**src/rtl/keyhole_pkg.sv**
```systemverilog
package keyhole_pkg;

  // Register indices inside the host window; the datapath relies on this order.
  typedef enum logic [1:0] {
    REG_SEG  = 2'd0,
    REG_PAGE = 2'd1,
    REG_OFS  = 2'd2,
    REG_DATA = 2'd3
  } khReg_e;

  // Strobes from the decode control to the pointer datapath.
  typedef struct packed {
    logic loadSeg;
    logic loadPage;
    logic loadOfs;
    logic storeByte;
  } khStrobes_t;

endpackage

```
**src/rtl/keyhole_ctrl.sv**
```systemverilog
module keyhole_ctrl
  import keyhole_pkg::*;
#(
  parameter int HOST_AW = 4
) (
  input  logic               hostWrEn,
  input  logic [HOST_AW-1:0] hostAddr,
  output khStrobes_t         strobes
);

  logic   inWindow;
  khReg_e regSel;

  // Only the four lowest indices are registers; the rest of the window is ignored.
  generate
    if (HOST_AW > 2) begin : g_upperDecode
      assign inWindow = (hostAddr[HOST_AW-1:2] == '0);
    end else begin : g_fullDecode
      assign inWindow = 1'b1;
    end
  endgenerate

  assign regSel = khReg_e'(hostAddr[1:0]);

  always_comb begin
    strobes = '0;
    if (hostWrEn && inWindow) begin
      unique case (regSel)
        REG_SEG:  strobes.loadSeg   = 1'b1;
        REG_PAGE: strobes.loadPage  = 1'b1;
        REG_OFS:  strobes.loadOfs   = 1'b1;
        REG_DATA: strobes.storeByte = 1'b1;
      endcase
    end
  end

  // At most one action per host write
  always_comb begin
    AST_ONE_ACTION: assert ($countones(strobes) <= 1 || !hostWrEn)
      else $error("more than one strobe raised for a single host write");
  end

endmodule

```
**src/rtl/keyhole_dp.sv**
```systemverilog
module keyhole_dp
  import keyhole_pkg::*;
#(
  parameter int SEG_W  = 4,
  parameter int PAGE_W = 8,
  parameter int OFS_W  = 8,
  parameter int DATA_W = 8,
  localparam int ADDR_W = SEG_W + PAGE_W + OFS_W
) (
  input  logic              clk,
  input  logic              rstN,
  input  khStrobes_t        strobes,
  input  logic [DATA_W-1:0] hostData,
  output logic [ADDR_W-1:0] curAddr,
  output logic              memWrEn,
  output logic [ADDR_W-1:0] memAddr,
  output logic [DATA_W-1:0] memData
);

  logic [SEG_W-1:0]  segQ;
  logic [PAGE_W-1:0] pageQ;
  logic [OFS_W-1:0]  ofsQ;

  // Explicit carry chain across the three fields
  logic ofsCarry;
  logic pageCarry;

  assign ofsCarry  = &ofsQ;
  assign pageCarry = ofsCarry & (&pageQ);

  assign curAddr = {segQ, pageQ, ofsQ};

  always_ff @(posedge clk or negedge rstN) begin
    if (!rstN) begin
      segQ  <= '0;
      pageQ <= '0;
      ofsQ  <= '0;
    end else if (strobes.storeByte) begin
      ofsQ <= ofsQ + OFS_W'(1);
      if (ofsCarry)  pageQ <= pageQ + PAGE_W'(1);
      if (pageCarry) segQ  <= segQ + SEG_W'(1);
    end else begin
      if (strobes.loadSeg)  segQ  <= hostData[SEG_W-1:0];
      if (strobes.loadPage) pageQ <= hostData[PAGE_W-1:0];
      if (strobes.loadOfs)  ofsQ  <= hostData[OFS_W-1:0];
    end
  end

  always_ff @(posedge clk or negedge rstN) begin
    if (!rstN) begin
      memWrEn <= 1'b0;
      memAddr <= '0;
      memData <= '0;
    end else begin
      memWrEn <= strobes.storeByte;
      if (strobes.storeByte) begin
        memAddr <= curAddr;
        memData <= hostData;
      end
    end
  end

  AST_PAGE_HELD: assert property (@(posedge clk) disable iff (!rstN)
    (!strobes.storeByte && !strobes.loadPage) |=> $stable(pageQ))
    else $error("page field moved without a store or page load");

  AST_SEG_HELD: assert property (@(posedge clk) disable iff (!rstN)
    (!strobes.loadSeg && !(strobes.storeByte && pageCarry)) |=> $stable(segQ))
    else $error("segment field moved without carry or load");

endmodule

```
**src/rtl/keyhole_port.sv**
```systemverilog
module keyhole_port
  import keyhole_pkg::*;
#(
  parameter int HOST_AW = 4,
  parameter int SEG_W   = 4,
  parameter int PAGE_W  = 8,
  parameter int OFS_W   = 8,
  parameter int DATA_W  = 8,
  localparam int ADDR_W = SEG_W + PAGE_W + OFS_W
) (
  input  logic               clk,
  input  logic               rstN,
  input  logic               hostWrEn,
  input  logic [HOST_AW-1:0] hostAddr,
  input  logic [DATA_W-1:0]  hostData,
  output logic [ADDR_W-1:0]  curAddr,
  output logic               memWrEn,
  output logic [ADDR_W-1:0]  memAddr,
  output logic [DATA_W-1:0]  memData
);

  khStrobes_t strobes;

  keyhole_ctrl #(.HOST_AW(HOST_AW)) ctrl_i (
    .hostWrEn(hostWrEn),
    .hostAddr(hostAddr),
    .strobes (strobes)
  );

  keyhole_dp #(
    .SEG_W (SEG_W),
    .PAGE_W(PAGE_W),
    .OFS_W (OFS_W),
    .DATA_W(DATA_W)
  ) dp_i (
    .clk     (clk),
    .rstN    (rstN),
    .strobes (strobes),
    .hostData(hostData),
    .curAddr (curAddr),
    .memWrEn (memWrEn),
    .memAddr (memAddr),
    .memData (memData)
  );

  logic dataWr;
  logic segWr;
  logic highWr;
  assign dataWr = hostWrEn && (hostAddr == HOST_AW'(3));
  assign segWr  = hostWrEn && (hostAddr == HOST_AW'(0));
  assign highWr = hostWrEn && (hostAddr > HOST_AW'(3));

  AST_STORE_PORT: assert property (@(posedge clk) disable iff (!rstN)
    dataWr |=> (memWrEn && memAddr == $past(curAddr) && memData == $past(hostData)))
    else $error("data write not forwarded correctly");

  AST_NO_SPURIOUS_STROBE: assert property (@(posedge clk) disable iff (!rstN)
    !dataWr |=> !memWrEn)
    else $error("strobe without a data write");

  AST_AUTO_STEP: assert property (@(posedge clk) disable iff (!rstN)
    dataWr |=> (curAddr == $past(curAddr) + ADDR_W'(1)))
    else $error("pointer did not step by one");

  AST_IDLE_HOLD: assert property (@(posedge clk) disable iff (!rstN)
    !hostWrEn |=> $stable(curAddr))
    else $error("pointer moved with no host write");

  AST_HIGH_IGNORED: assert property (@(posedge clk) disable iff (!rstN)
    highWr |=> ($stable(curAddr) && !memWrEn))
    else $error("write outside register window had an effect");

  AST_SEG_LOAD: assert property (@(posedge clk) disable iff (!rstN)
    segWr |=> (curAddr[ADDR_W-1:ADDR_W-SEG_W] == $past(hostData[SEG_W-1:0])
               && curAddr[ADDR_W-SEG_W-1:0] == $past(curAddr[ADDR_W-SEG_W-1:0])))
    else $error("segment load wrong");

endmodule

```
**config.mk**
```make
export PLATFORM = sky130hd
export DESIGN_NAME = keyhole_port
export DESIGN_NICKNAME = d
export VERILOG_FILES = /design/src/rtl/keyhole_pkg.sv /design/src/rtl/keyhole_ctrl.sv /design/src/rtl/keyhole_dp.sv /design/src/rtl/keyhole_port.sv
export SDC_FILE = /design/constraint.sdc
export NUM_CORES = 1
export LEC_CHECK = 0
export BUFFER_PORTS_ARGS = -buffer_cell sky130_fd_sc_hd__buf_2
export CAP_MARGIN = 40
export CORE_ASPECT_RATIO = 0.5
export CORE_MARGIN = 4
export CORE_UTILIZATION = 40
export DETAILED_ROUTE_END_ITERATION = 16
export PLACE_DENSITY = 0.7
export SLEW_MARGIN = 25
export SYNTH_ARGS = -nofsm -noshare
export SYNTH_HDL_FRONTEND = slang
export SYNTH_SLANG_ARGS = --single-unit
```
**constraint.sdc**
```tcl
create_clock -name clk -period 3.7 [get_ports clk]
set_input_delay 0.185 -clock clk [delete_from_list [all_inputs] [get_ports clk]]
set_output_delay 0.185 -clock clk [all_outputs]
set_load 0.02 [all_outputs]
```
-- Word level (Yosys, flattened, before mapping)
Cells that the tools add are included.
- register bits: 49
- input port bits: 15
- output and inout bits: 49
- logic and storage cells: 38
- multiplexer cells: 13
- reductions and logical operators: 10
- equality and inequality tests: 5
- bitwise operators: 1
- add/sub/neg operators: 3
- operator list (kind ; number):
    two-way mux 8 bit ; 5
    adder 8 x 1 -> 8 bit (second input constant) ; 2
    two-way mux 4 bit ; 4
    AND reduction 8 bit ; 2
    nonzero test 2 bit ; 3
    adder 4 x 1 -> 4 bit (second input constant) ; 1
    == test 2 bit (second input constant) ; 2
    zero test 2 bit ; 2
    two-way mux 1 bit ; 4
    != test 2 bit (second input constant) ; 2
    AND reduction 2 bit ; 2
    == test 2 x 1 -> 1 bit (second input constant) ; 1
    AND 1 bit ; 1
    logical AND 1 bit ; 1

-- Logic depth before layout (Yosys ltp)
- depth after elaboration: 5
- depth in mapped cells: 7
- depth with buffers taken out: 5

-- By module
Synthesis repeated with hierarchy kept, for this count alone.
- cell total of the unflattened synthesis: 205
- area, all modules: 2401.1 um^2
- modules (own cells, without submodules) (module ; sequential area each (um^2) ; area an instance (um^2) ; cells an instance ; times used):
    keyhole_dp ; 1226.2 ; 2336.0 ; 200 ; 1
    keyhole_ctrl ; 0.0 ; 65.1 ; 5 ; 1

-- Worst setup path before layout
Ideal clock, no wire load.
- path type: register to register
- start: register dp_i.ofsQ[0]
- end: register dp_i.segQ[1]
- required time: 3575 ps
- path buffers: 0
- path slack: 1960 ps
- library setup time: 125 ps
- period minus slack after synthesis: 1740 ps
- data arrival time: 1615 ps
- stages on the path, launching flop included: 6
- cells stage by stage: dfrtp_1 -> ha_1 -> and4_1 -> nand3_1 -> o21a_1 -> mux2_4
- word-level cells in the longest chain between the ends: 4
- RTL lines (what ; line ; RTL):
    start, declared ; keyhole_dp.sv:22 ; logic [OFS_W-1:0] ofsQ;
    start signal, assigned ; keyhole_dp.sv:39 ; ofsQ <= ofsQ + OFS_W'(1);
    start signal, assigned ; keyhole_dp.sv:45 ; if (strobes.loadOfs) ofsQ <= hostData[OFS_W-1:0];
    AND reduction 8 bit ; keyhole_dp.sv:28 ; assign ofsCarry = &ofsQ;
    AND 1 bit ; keyhole_dp.sv:29 ; assign pageCarry = ofsCarry & (&pageQ);
    != test 2 bit (no line) ; - ;
    AND reduction 2 bit (no line) ; - ;
    end signal, assigned ; keyhole_dp.sv:41 ; if (pageCarry) segQ <= segQ + SEG_W'(1);
    end signal, assigned ; keyhole_dp.sv:43 ; if (strobes.loadSeg) segQ <= hostData[SEG_W-1:0];
    end, declared ; keyhole_dp.sv:20 ; logic [SEG_W-1:0] segQ;
No other way between the ends.
A chain may end at the register's enable or synchronous reset.

-- Worst setup path after layout
- start: input hostAddr[0]
- end: register dp_i.segQ[1]
- word-level cells in the longest chain between the ends: 5
- elaborated cells on any way between the ends: 9
- classes of those cells: 2 x eq/ne; 4 x mux; 3 x reduce/logical
- RTL lines (what ; line ; RTL):
    start, declared ; keyhole_port.sv:14 ; input logic [HOST_AW-1:0] hostAddr,
    == test 2 bit / zero test 2 bit (equally long branches) ; keyhole_ctrl.sv:28 ; unique case (regSel)
    two-way mux 1 bit ; keyhole_ctrl.sv:28 ;
    two-way mux 4 bit * ; keyhole_ctrl.sv:27 ; if (hostWrEn && inWindow) begin
    != test 2 bit (no line) / nonzero test 2 bit (equally long branches) ; - ;
    AND reduction 2 bit (no line) ; - ;
Mark *: on every way between the ends. The rest lies on a longest branch, timed or not.

==> impl_results.rst <==
.. list-table::
   :header-rows: 1

   * - Metric
     - Value
   * - Global-route met1 utilization
     - 0.229
   * - Worst-case register-to-register setup slack
     - about 1800 ps
   * - Maximum buffer depth of the clock tree
     - 2
   * - Io pins
     - between 60 and 70
   * - Minimum clock period after layout
     - ~1900 ps
   * - Kind of start point of the critical path
     - primary input
   * - Portion of synthesized cell area occupied by the leading cell type
     - 0.511
   * - Transition time of the tightest slew-check pin
     - around 620 ps
   * - Vias in the first global route
     - between 2,000 and 2,500
   * - Most common cell in the netlist
     - nand2_1
   * - Sinks on Clock Net
     - about 50
   * - Final nets
     - ~350
   * - Endpoints failing hold
     - 0
   * - Type of the worst setup path
     - primary input to flip-flop
   * - Switching power total
     - 697 uW
   * - Global-route track usage on met3
     - 0.0542
   * - Number of buffers created by CTS
     - 5
   * - Maximum capacitance violations
     - 0
   * - Most used standard cells in the synthesized netlist
     - 94 x nand2_1, 49 x dfrtp_1, 18 x a21oi_1
   * - Relative slew slack
     - 0.584
   * - First-pass detailed-route iteration total
     - 4
   * - Floorplan die area
     - around 7400 sq um
   * - Detailed placer's ending HPWL
     - approximately 4500 um
   * - Net count after synthesis
     - roughly 290
   * - Power density cells
     - ~640 nW/um^2
   * - Diode count
     - 0
   * - Compound-Gate Fraction of Synth Area
     - 0.149
   * - Largest family of logic cells by synthesized area
     - simple AND/OR/NAND/NOR gates
   * - Crit path setup slack, layout
     - 1760 ps
   * - Post-detailed-route count of antenna-violating nets
     - 0
   * - Worst Hold Class
     - primary input to flip-flop
   * - Clock share of power
     - 0.276
   * - Netlist cell types
     - 44
   * - DP Cell Count
     - a little under 400
   * - Fraction of power consumed by sequential logic
     - 0.424
   * - Final worst clock skew
     - approximately 6.4 ps
   * - Fraction of the mapped netlist area in adder cells
     - 0.0156
   * - Initial antenna violation count
     - 0
   * - Chip Width
     - 118 um
   * - Standard-cell rows
     - 19
   * - Setup slack after placement
     - 1490 ps
   * - #FFs+latches synth
     - between 40 and 50
   * - Run status
     - finished, final reports clean
   * - Insertion delay to the later sink of the worst-skew pair
     - just under 300 ps
   * - Number of design-rule violations left by the first detailed-router iteration
     - ~150
   * - First-pass GRT wire length
     - about 11,000 um
   * - Warnings from Yosys
     - 0
   * - CP Capture Point
     - dp_i.segQ[1]
   * - XOR/XNOR share of the synthesized area
     - 0
   * - Clock transition at the registers of the reported paths
     - ~70 ps
   * - Clock tree from TritonCTS
     - yes
   * - Pin count of the biggest net entering global routing
     - 50
   * - Total internal power
     - between 1000 and 1500 uW
   * - Total track usage
     - 0.181
   * - Worst path slowest cell
     - inv_2
   * - R2R depth
     - 5
   * - Slew Viols, Final
     - 0
   * - Multiplexer area fraction after synthesis
     - 0.0318
   * - Number of inserted filler cells in the final layout
     - ~530
   * - Startpoint of the worst register-to-register path
     - dp_i.ofsQ[0]
   * - Series of cell instances along the critical path
     - buf_2 -> and4bb_1 -> buf_4 -> nand2_2 -> inv_2 -> mux2_2 -> mux2_4
   * - Core Box Area
     - about 5600 sq um
   * - Number of endpoints failing setup at the final stage
     - 0
   * - Required time at the endpoint of the critical path
     - slightly below 4000 ps
   * - Layout cells sized above 1
     - 0.243
   * - Combined area of all synthesized cells
     - approximately 2400 sq um
   * - Synthesized area per cell
     - ~9 sq um
   * - Main synth FF type
     - dfrtp_1
   * - Chip height
     - approximately 63 um
   * - Post-Synthesis Cells
     - roughly 270
   * - Util after Layout
     - 0.521
   * - Initial Utilization
     - 0.426
   * - RR Endpoint
     - dp_i.segQ[1]
   * - Total via count in the routed design
     - about 2,200
   * - Global-route layer with the greatest usage
     - met2
   * - Sequential-to-total area share from yosys stat
     - 0.511
   * - Peak VDD IR
     - approximately 0.24 mV
   * - Post-route setup TNS
     - 0 ps
   * - Wire length per cell after detailed routing
     - ~16 um
   * - GPL Wtd Cong
     - ~0.87
   * - Relative area change from synthesis to final layout
     - 22.4%
   * - Simple-gate area share of the yosys netlist
     - 0.257
   * - Ranking of synthesized cells by area
     - dfrtp_1 51%, nand2_1 15%, a21oi_1 3.8%, nand3_1 2.5%, mux2i_1 2.1%
   * - Max FO, Critical Path
     - 28
   * - Hold_ws
     - approximately 120 ps
   * - H-tree depth reported by CTS
     - 2
   * - Total congestion overflow after global routing
     - 0
   * - Tcrit/Tclk final
     - 0.524
   * - EDFF count, synth
     - 0
   * - Leakage Power
     - between 0.001 and 0.0015 uW
   * - Max incr delay on CP
     - between 300 and 400 ps
   * - Post-synthesis async set-or-reset flop share
     - 1.00
   * - Resized Gates After CTS
     - 0
   * - Switch share
     - 0.370
   * - Remaining routing DRC violations
     - 0
   * - Post-DR vias/cell
     - between 5 and 6
   * - Combinational Power Share
     - 0.299
   * - Count of buffers inserted at the top-level ports
     - 63
   * - Number of cells in the finished layout apart from fillers
     - roughly 400
   * - Final routed wirelength across all metal layers
     - roughly 6500 um
   * - Endpoint kind of the worst setup timing path
     - flip-flop
   * - Origin of the worst setup path
     - hostAddr[0]
   * - Worst Path Arrival
     - roughly 2100 ps
   * - Root Buffer
     - clkbuf_16
   * - GR Util met2
     - 0.305
   * - Maximum clock frequency
     - slightly above 0.5 GHz
   * - Setup repair after global routing missed its margin
     - no
   * - Largest area contributor in the synthesized netlist
     - dfrtp_1
[power by group through the flow]
stage | Sequential (uW) | Combinational, uW | Clock, uW
finish | 800 | 565 | 521
global route | 824 | 619 | 555
CTS | 799 | 571 | 528
detailed placement | 808 | 567 | 0
global placement | 798 | 554 | 0
floorplan | 952 | 191 | 0
[layer usage]
layer | up-vias | routed length (um)
met5 | - | 0
met3 | 6 | 436
met4 | 0 | 59
met1 | 1064 | 2880
met2 | 73 | 3130
li1 | 1048 | -
[what timing repair did]
action                                 4_1_cts  5_1_grt
buffers inserted                             0        0
endpoints found under the hold margin       49        0
hold buffers                                 1        0
[critical path: cells and delay by family]
family	cells	cell delay (ps)
buffers and inverters	3	920
and+or+nand+nor	2	330
muxes	2	650
[layout make-up]
type / count / area, sq um / share of cell area
clock buffers: 6 / 129 / 0.0439
flip-flops and latches: 49 / 1230 / 0.417
inverters: 2 / 7.51 / 0.00256
repair buffers: 68 / 358 / 0.122
multi-input cells: 202 / 1090 / 0.370
clock inverters: 2 / 38.8 / 0.0132
well taps: 73 / 91.3 / 0.0311
[placed cells by master, fill, tap and decap left out, drive strengths merged, types with 2 or more instances in the layout]
cell type,count
ha,3
nor2b,2
dfrtp,49
and4,2
o21ai,10
a2bb2oi,2
buf,67
nand2,95
nor2,5
nor3,2
mux2,2
nand3,13
nand2b,2
nand3b,2
mux2i,5
and3,2
o211a,2
a21oi,18
o211ai,6
inv,2
a31oi,6
nand4,5
and2,3
clkbuf,6
o22a,2
o22ai,2
[cell families (layout without fill, tap and decap cells)]
| logic type | after synthesis | in the layout |
|---|---|---|
| multiplexers | 7 | 7 |
| buffers and inverters | 18 | 78 |
| adder cells (fa/ha/maj) | 3 | 3 |
| AND/OR/NAND/NOR | 136 | 136 |
| flip-flops | 49 | 49 |
| AO/OA/AOI/OAI | 56 | 56 |
[registers in the layout (all words and copies together), names as in the netlist]
register and cells:
dp_i.segQ 4, dp_i.pageQ 8, dp_i.memData 8, dp_i.memWrEn 1, dp_i.memAddr 20, dp_i.ofsQ 8
[worst min path at each step]
stage	to	slack [ps]	cells after the start	startpoint
after floorplan	dp_i.memAddr[0]	-110	0	rstN
after global placement	dp_i.memData[7]	420	3	hostData[7]
after detailed placement	dp_i.memAddr[17]	250	1	rstN
after CTS	dp_i.memData[7]	120	3	hostData[7]
after global routing	dp_i.memData[7]	150	3	hostData[7]
final	dp_i.memData[7]	120	3	hostData[7]
[metrics by stage]
step / area (sq um) / power [uW]
after floorplan: 2400 / 1140
after global placement: 2760 / 1350
after detailed placement: 2760 / 1380
after CTS: 2940 / 1900
after global routing: 2940 / 2000
final: 2940 / 1890
Power figures use the tool's default switching activity.
